[src/rtl/tap_timer_pkg.sv]
// Package: shared control record for the tap-select timer.
// Assumes one decoded control set is valid per system clock cycle.
package tap_timer_pkg;

    // Decoded per-cycle action for the stage sections
    typedef struct packed {
        logic test;   // sections count in parallel
        logic zero;   // load all zeros
        logic ones;   // load all ones
        logic step;   // a counting step is due this cycle
        logic skip;   // lowest section is bypassed
    } tt_ctl_t;

endpackage

[src/rtl/tap_timer_ctrl.sv]
// Control decoder: turns the raw control pins into one action per cycle.
// Priority: test mode > clear > preset > counting. The hold input blocks steps only.
module tap_timer_ctrl
    import tap_timer_pkg::*;
(
    input  logic    cnt_en,
    input  logic    hold,
    input  logic    skip_low,
    input  logic    preset,
    input  logic    clear,
    output tt_ctl_t ctl
);

    logic test_w;

    // Test mode exists only while all three mode controls are high together
    always_comb begin
        test_w = skip_low & preset & clear;
    end

    // Build the action record with the stated priorities
    always_comb begin
        ctl.test = test_w;
        ctl.zero = clear & ~test_w;
        ctl.ones = preset & ~clear & ~test_w;
        ctl.step = cnt_en & ~hold & ~(clear & ~test_w) & ~(preset & ~test_w);
        ctl.skip = skip_low;
    end

endmodule

[src/rtl/tap_timer_section.sv]
// One byte-wide (parameterised) counting section of the divider chain.
// Assumes the loads and the increment are already prioritised by the caller.
module tap_timer_section #(
    parameter int W = 8
) (
    input  logic         clk,
    input  logic         rst_n,
    input  logic         inc,
    input  logic         ld_zero,
    input  logic         ld_ones,
    output logic [W-1:0] q,
    output logic         wrap
);

    localparam logic [W-1:0] ONE = {{(W-1){1'b0}}, 1'b1};

    // Section register: reset, load or count
    always_ff @(posedge clk) begin
        if (!rst_n) begin
            q <= '0;
        end else if (ld_zero) begin
            q <= '0;
        end else if (ld_ones) begin
            q <= '1;
        end else if (inc) begin
            q <= q + ONE;
        end
    end

    // Carry to the next section when this one rolls over
    always_comb begin
        wrap = inc & (&q);
    end

endmodule

[src/rtl/tap_timer_mux.sv]
// Output tap selector: picks one stage among the upper stages by binary code.
// Assumes the number of upper stages equals 2**SEL_W.
module tap_timer_mux #(
    parameter int TAPS  = 16,
    parameter int SEL_W = 4
) (
    input  logic [TAPS-1:0]  upper,
    input  logic [SEL_W-1:0] sel,
    output logic             tap
);

    // Combinational selection, no pulse shaping
    always_comb begin
        tap = upper[sel];
    end

endmodule

[src/rtl/tap_timer.sv]
// Top of the tap-select timer: N_SECT sections of SECT_W stages chained
// by carries. The skip control re-roots the step at section 1. Test mode steps every
// section at once. The output is the upper stage picked by tap_sel.
// Assumes cnt_en is a strobe in the clk domain.
module tap_timer #(
    parameter  int SECT_W = 8,
    parameter  int N_SECT = 3,
    localparam int STAGES = SECT_W * N_SECT,
    localparam int TAPS   = STAGES - SECT_W,
    localparam int SEL_W  = $clog2(TAPS)
) (
    input  logic             clk,
    input  logic             rst_n,
    input  logic             cnt_en,
    input  logic             hold,
    input  logic             skip_low,
    input  logic             preset,
    input  logic             clear,
    input  logic [SEL_W-1:0] tap_sel,
    output logic             tap_out
);
    import tap_timer_pkg::*;

    tt_ctl_t            ctl;
    logic [N_SECT-1:0]  inc;
    logic [N_SECT-1:0]  carry;
    logic [STAGES-1:0]  cnt_q;

    tap_timer_ctrl u_ctrl (
        .cnt_en   (cnt_en),
        .hold     (hold),
        .skip_low (skip_low),
        .preset   (preset),
        .clear    (clear),
        .ctl      (ctl)
    );

    for (genvar i = 0; i < N_SECT; i++) begin : g_sect
        if (i == 0) begin : g_root
            // Lowest section: stepped directly unless skipped outside test
            always_comb begin
                inc[i] = ctl.step & (ctl.test | ~ctl.skip);
            end
        end else if (i == 1) begin : g_second
            // Second section: becomes the root when the low section is skipped
            always_comb begin
                inc[i] = (ctl.test | ctl.skip) ? ctl.step : carry[i-1];
            end
        end else begin : g_upper
            // Upper sections: parallel step in test, carry otherwise
            always_comb begin
                inc[i] = ctl.test ? ctl.step : carry[i-1];
            end
        end

        tap_timer_section #(.W(SECT_W)) u_sect (
            .clk     (clk),
            .rst_n   (rst_n),
            .inc     (inc[i]),
            .ld_zero (ctl.zero),
            .ld_ones (ctl.ones),
            .q       (cnt_q[i*SECT_W +: SECT_W]),
            .wrap    (carry[i])
        );
    end

    tap_timer_mux #(.TAPS(TAPS), .SEL_W(SEL_W)) u_mux (
        .upper (cnt_q[STAGES-1:SECT_W]),
        .sel   (tap_sel),
        .tap   (tap_out)
    );

endmodule

[config.mk]
export PLATFORM = sky130hd
export DESIGN_NAME = tap_timer
export DESIGN_NICKNAME = d
export VERILOG_FILES = /design/src/rtl/tap_timer_pkg.sv /design/src/rtl/tap_timer_ctrl.sv /design/src/rtl/tap_timer_section.sv /design/src/rtl/tap_timer_mux.sv /design/src/rtl/tap_timer.sv
export SDC_FILE = /design/constraint.sdc
export NUM_CORES = 1
export LEC_CHECK = 0
export ABC_AREA = 1
export BUFFER_PORTS_ARGS = -buffer_cell sky130_fd_sc_hd__buf_2
export CAP_MARGIN = 10
export CORE_MARGIN = 5
export CORE_UTILIZATION = 50
export DETAILED_ROUTE_END_ITERATION = 10
export PLACE_DENSITY_LB_ADDON = 0.12
export SETUP_SLACK_MARGIN = 0.5
export SLEW_MARGIN = 5
export SYNTH_ARGS = -nofsm -noshare
export SYNTH_HDL_FRONTEND = slang
export SYNTH_SLANG_ARGS = --single-unit
[constraint.sdc]
create_clock -name clk -period 1.49 [get_ports clk]
set_input_delay 0.149 -clock clk [delete_from_list [all_inputs] [get_ports clk]]
set_output_delay 0.149 -clock clk [all_outputs]
set_load 0.02 [all_outputs]
# Yosys cells after proc, flatten, opt, wreduce, memory -nomap -nowiden
# Index checks and enable logic that the tools add are counted.
dict set report totals {
  regBits 24
  latch_bits 0
  mem_bits_rw 0
  rom_bits 0
  output_inout_bits 1
  n_memories 0
}
dict set report classes {
  addsub 3
  multipliers 0
  div 0
  order_cmp 1
  n_eq_ne 0
  shift 0
  n_mux 10
  bitwise 21
  reduce_logical 6
}
# cell count
set op_table {}
lappend op_table {{8-bit two-way mux} 6}
lappend op_table {{8-bit by 1-bit adder with 8-bit output, second input constant} 3}
lappend op_table {{8-bit AND reduction} 2}
lappend op_table {{1-bit AND} 12}
lappend op_table {{1-bit inverter} 7}
lappend op_table {{2-bit nonzero test} 3}
lappend op_table {{4-bit by 5-bit < comparator with 1-bit output, second input constant} 1}
lappend op_table {{1-bit binary-select mux with 4-bit select} 1}
lappend op_table {{1-bit two-way mux} 3}
lappend op_table {{1-bit bitwise OR} 2}
lappend op_table {{2-bit OR reduction} 1}

# Logic depth before layout (Yosys ltp)
dict set report logic_depth {
  word_depth 14
  ltp_mapped 9
  mapped_depth_nobuf 9
}

# By module
# From an unflattened synthesis, not the netlist that was laid out.
dict set report unflattened {
  hier_cells 272
  hier_area_um2 1649.1
}
# mod n_inst cells_each area_per_inst_um2 seq_area_each_um2
set modules_own_cells {}
lappend modules_own_cells {tap_timer_section 3 67 440.4 160.2}
lappend modules_own_cells {tap_timer_mux 1 50 230.2 0.0}
lappend modules_own_cells {tap_timer_ctrl 1 12 60.1 0.0}
lappend modules_own_cells {tap_timer 1 9 37.5 0.0}

# Worst setup path after synthesis
# Ideal clock, no wire load.
dict set report synth_timing {
  kind {reg2reg}
  start {register g_sect[1].u_sect.q[0]}
  end {register g_sect[2].u_sect.q[1]}
  setup_time_ns 0.070
  t_arrival_ns 1.245
  required_ns 1.420
  path_slack_ns 0.175
  path_stages_with_launch 10
  n_path_buf 0
  period_less_slack_ns 1.315
  cell_sequence {dfxtp_1 ha_1 nand2_1 inv_1 nand2_2 nor2_4 nand3_4 nand3_4 nand2_1 a21oi_1}
}
dict set report synth_between {
  elab_chain_len 4
}
# element line_no
set synth_rtl {}
lappend synth_rtl {{from (decl)} tap_timer_section.sv:11} ;# output logic [W-1:0] q,
lappend synth_rtl {{from (signal assigned)} tap_timer_section.sv:26} ;# q <= q + ONE;
lappend synth_rtl {{8-bit AND reduction} tap_timer_section.sv:32} ;# wrap = inc & (&q);
lappend synth_rtl {{1-bit AND} tap_timer_section.sv:32}
lappend synth_rtl {{1-bit two-way mux} tap_timer.sv:52} ;# inc[i] = ctl.test ? ctl.step : carry[i-1];
lappend synth_rtl {{2-bit nonzero test (no line)} -}
lappend synth_rtl {{to (signal assigned)} tap_timer_section.sv:26}
lappend synth_rtl {{to (decl)} tap_timer_section.sv:11}
# Every way passes these cells.
# A chain may end at the register's enable or synchronous reset.

# Worst setup path in the final report
dict set report layout_timing {
  start {register g_sect[1].u_sect.q[0]}
  end {output tap_out}
}
dict set report layout_between {
  elab_chain_len 2
}
# element line_no
set layout_rtl {}
lappend layout_rtl {{1-bit binary-select mux with 4-bit select} tap_timer_mux.sv:14} ;# tap = upper[sel];
lappend layout_rtl {{1-bit two-way mux (implied by the code)} tap_timer_mux.sv:14}
lappend layout_rtl {{to (decl)} tap_timer.sv:20} ;# output logic tap_out
# Every way passes these cells. The select of a mux whose other input is x is not followed.

==> out/metrics.yaml <==
routing:
  ant_nets: 0
  wl_per_cell_um: 14.4
  drt-total-wl_mm: 4.80
  dr.first_iter.drc_count: 187
  wl_met3_um: 233
  vias: 1811
  drc: 0
  drtPass1Iterations: 4
  met1Wirelength_mm: 2.09
  viasPerCell: 5.44
  wl_met2_mm: 2.43
  top_layer_used: "met4"
pwr:
  max-vdd-ir-drop_v: 0.000538
  power_w: 0.00136
  power_density_nw_per_um2: 571
  power.leakage_nw: 0.951
worst_setup_path:
  crit_chain: "inv_2 > o21ai_1 > nand2_1 > o21ai_1 > o211ai_1 > nand2_2 > buf_6"
  worstPathArrival_ps: 1380
  slowest_delay_ps: 390
  critical_path_class: "flop to primary output"
  worstPathRequired_ps: 1340
  crit_path_max_fanout: 5
  cp-end-kind: "primary output"
  cp_common_cell: "o21ai_1"
  start_kind: "flop"
  cp_slowest_cell: "dfxtp_4"
die:
  num_io_pins: 12
  initial_core_util_pct: 52.8
  die_w_um: 67.3
  die_h_um: 67.3
  placementRows: 20
  die_area_um2: 4520
  core-area_um2: 3100
timing:
  worst_slack_ps: -41.6
  hold_viol: 0
  tightest_slew_ps: 373
  fmax_mhz: 653
  slew_headroom_pct: 75.1
  final_max_slew_viol_count: 0
  finalClockSkew_ps: 6.91
  min_period_ps: 1530
  setup_violations: 1
  setup_tns_ps: -41.6
  grt_setup_unrepaired: "true"
  fin_crit_sh_pct: 103
cts:
  clk_latency_ps: 330
  cts-root-buf: "clkbuf_4"
  cts_tree: "built"
  cts_sinks: 24
  numCtsBuffers: 3
  htree_levels: 1
  clkTransAtPathRegs_ps: 140
  clock_path_buffers: 2
logic_synthesis:
  ys.flop_type: "dfxtp_1"
  avgSynthCellArea_um2: 6.56
  syn_area_um2: 1640
  synth_cell_types: 30
  synth_top_area_share_pct: 29.3
  yosysSeqAreaShare_pct: 29.3
  syn_nets: 264
  synth_warnings: 0
  synthArstFlopShare_pct: 0
  netlist_top_cells_count: "nand2_1, nand3_1, a21oi_1"
  synth_seq_cells: 24
  yosysMostFrequentCell: "nand2_1"
  netlist_instances: 250
  synth_edf_count: 0
  synth_area_leaders: "dfxtp_1, nand2_1, nand3_1"
  yosysTopAreaCell: "dfxtp_1"
flow_run:
  cap_violations: 0
place:
  io_buffer_count: 11
  dpl.hpwl_mm: 2.72
  post-place-ws_ps: 90.9
  gp_congestion: 0.900
finish:
  largest_reg_flops: 24
  drive_gt1_share_pct: 47.1
  largest-register: "g_sect.u_sect.q"
  final_nets: 304
  area_growth_pct: 45.7
  final_core_util_pct: 77.0
  top_regs: "g_sect.u_sect.q x24"
  antenna_cells: 0
global_route:
  grt_usage_pct: 20.7
  grt_overflow_total: 0
  antenna_found_initial: 0
  first_global_vias: 1615
  grt_max_degree: 38
  grt_pass1_wl_mm: 7.25
status:
  violations: "negative setup slack"
  status: "finished, violations left"
hold_path:
  hp-class: "primary input to flop"
## per-layer routing
metal | vias up | global-route usage, %
met5 | - | 0
met4 | 0 | 6.58
met3 | 4 | 4.16
met2 | 47 | 35.2
met1 | 834 | 26.1
li1 | 926 | -
## repair_timing
| item | in CTS | in global routing |
|---|---|---|
| endpoints found under the hold margin | 0 | 0 |
| resized for setup | 42 | 55 |
| gates cloned | 0 | 0 |
| setup buffers | 12 | 14 |
| hold buffers | 0 | 0 |
| pin swaps | 18 | 29 |
| endpoints found under the setup margin | 25 | 25 |
## kinds of logic after synthesis
kind of cell               after synthesis  synth area share (%)
AOI/OAI and AO/OA                       51                  16.7
xor gates and xnor gates                 4                  2.14
adders and majority gates                3                  2.29
buffers and inverters                   34                  8.17
DFF                                     24                  29.3
and+or+nand+nor                        134                  41.4
## final timing paths
| check | slack (ps) | end | cells after the start | startpoint |
|---|---|---|---|---|
| max | -40 | tap_out | 7 | g_sect[1].u_sect.q[0] |
| min | 320 | g_sect[1].u_sect.q[6] | 4 | rst_n |
| max reg2reg | 30 | g_sect[2].u_sect.q[4] | 10 | g_sect[1].u_sect.q[0] |
| min reg2reg | 520 | g_sect[1].u_sect.q[5] | 2 | g_sect[1].u_sect.q[5] |
## worst max-delay path: cells and delay by family (launching register included)
| kind | cells | cell delay, ps |
|---|---|---|
| compound gates | 3 | 320 |
| buf+inv | 2 | 200 |
| flops | 1 | 390 |
| simple gates | 2 | 130 |
## final cells by class
type,count,area (um^2)
Multi-Input combinational cell,192,1330
Fill cell,224,714
Sequential cell,24,504
Timing Repair Buffer,42,363
Inverter,27,104
Tap cell,44,55.1
Clock buffer,4,36.3
## stage by stage
| step | cell area, um^2 | hold WS, ps | instances |
|---|---|---|---|
| final | 2390 | 323 | 333 |
| after global routing | 2390 | 360 | 333 |
| after CTS | 2070 | 306 | 319 |
| after detailed placement | 1810 | 496 | 303 |
| after global placement | 1810 | 488 | 303 |
| after floorplan | 1680 | 366 | 250 |
## layout by cell type, fill, tap and decap left out, types with 2 or more instances in the layout
| cell type | count |
|---|---|
| nand2_1 | 40 |
| nand3_1 | 26 |
| inv_1 | 18 |
| buf_6 | 16 |
| a21oi_1 | 15 |
| a21oi_2 | 15 |
| buf_4 | 15 |
| nand2_2 | 13 |
| nand4_1 | 11 |
| dfxtp_1 | 11 |
| dfxtp_2 | 10 |
| buf_2 | 10 |
| o21ai_1 | 9 |
| inv_2 | 8 |
| nand3_2 | 8 |
| nor2_1 | 5 |
| nand2_4 | 5 |
| nor2_4 | 5 |
| o21ai_0 | 4 |
| o211ai_1 | 4 |
| nand2_8 | 4 |
| nand3_4 | 3 |
| nor2_2 | 3 |
| nor3_1 | 3 |
| clkbuf_4 | 3 |
| dfxtp_4 | 3 |
| xor2_1 | 2 |
| o21ai_2 | 2 |
| or2_4 | 2 |
| nand3b_1 | 2 |
| or2_2 | 2 |
| ha_4 | 2 |
## power by group
group	internal, W	switching (W)	leakage [nW]
clock	0.000150	0.000214	0.0210
sequential	0.000662	0.0000266	0.202
combinational	0.000129	0.000182	0.729
total	0.000941	0.000422	0.951
(Power assumes the default switching activity.)
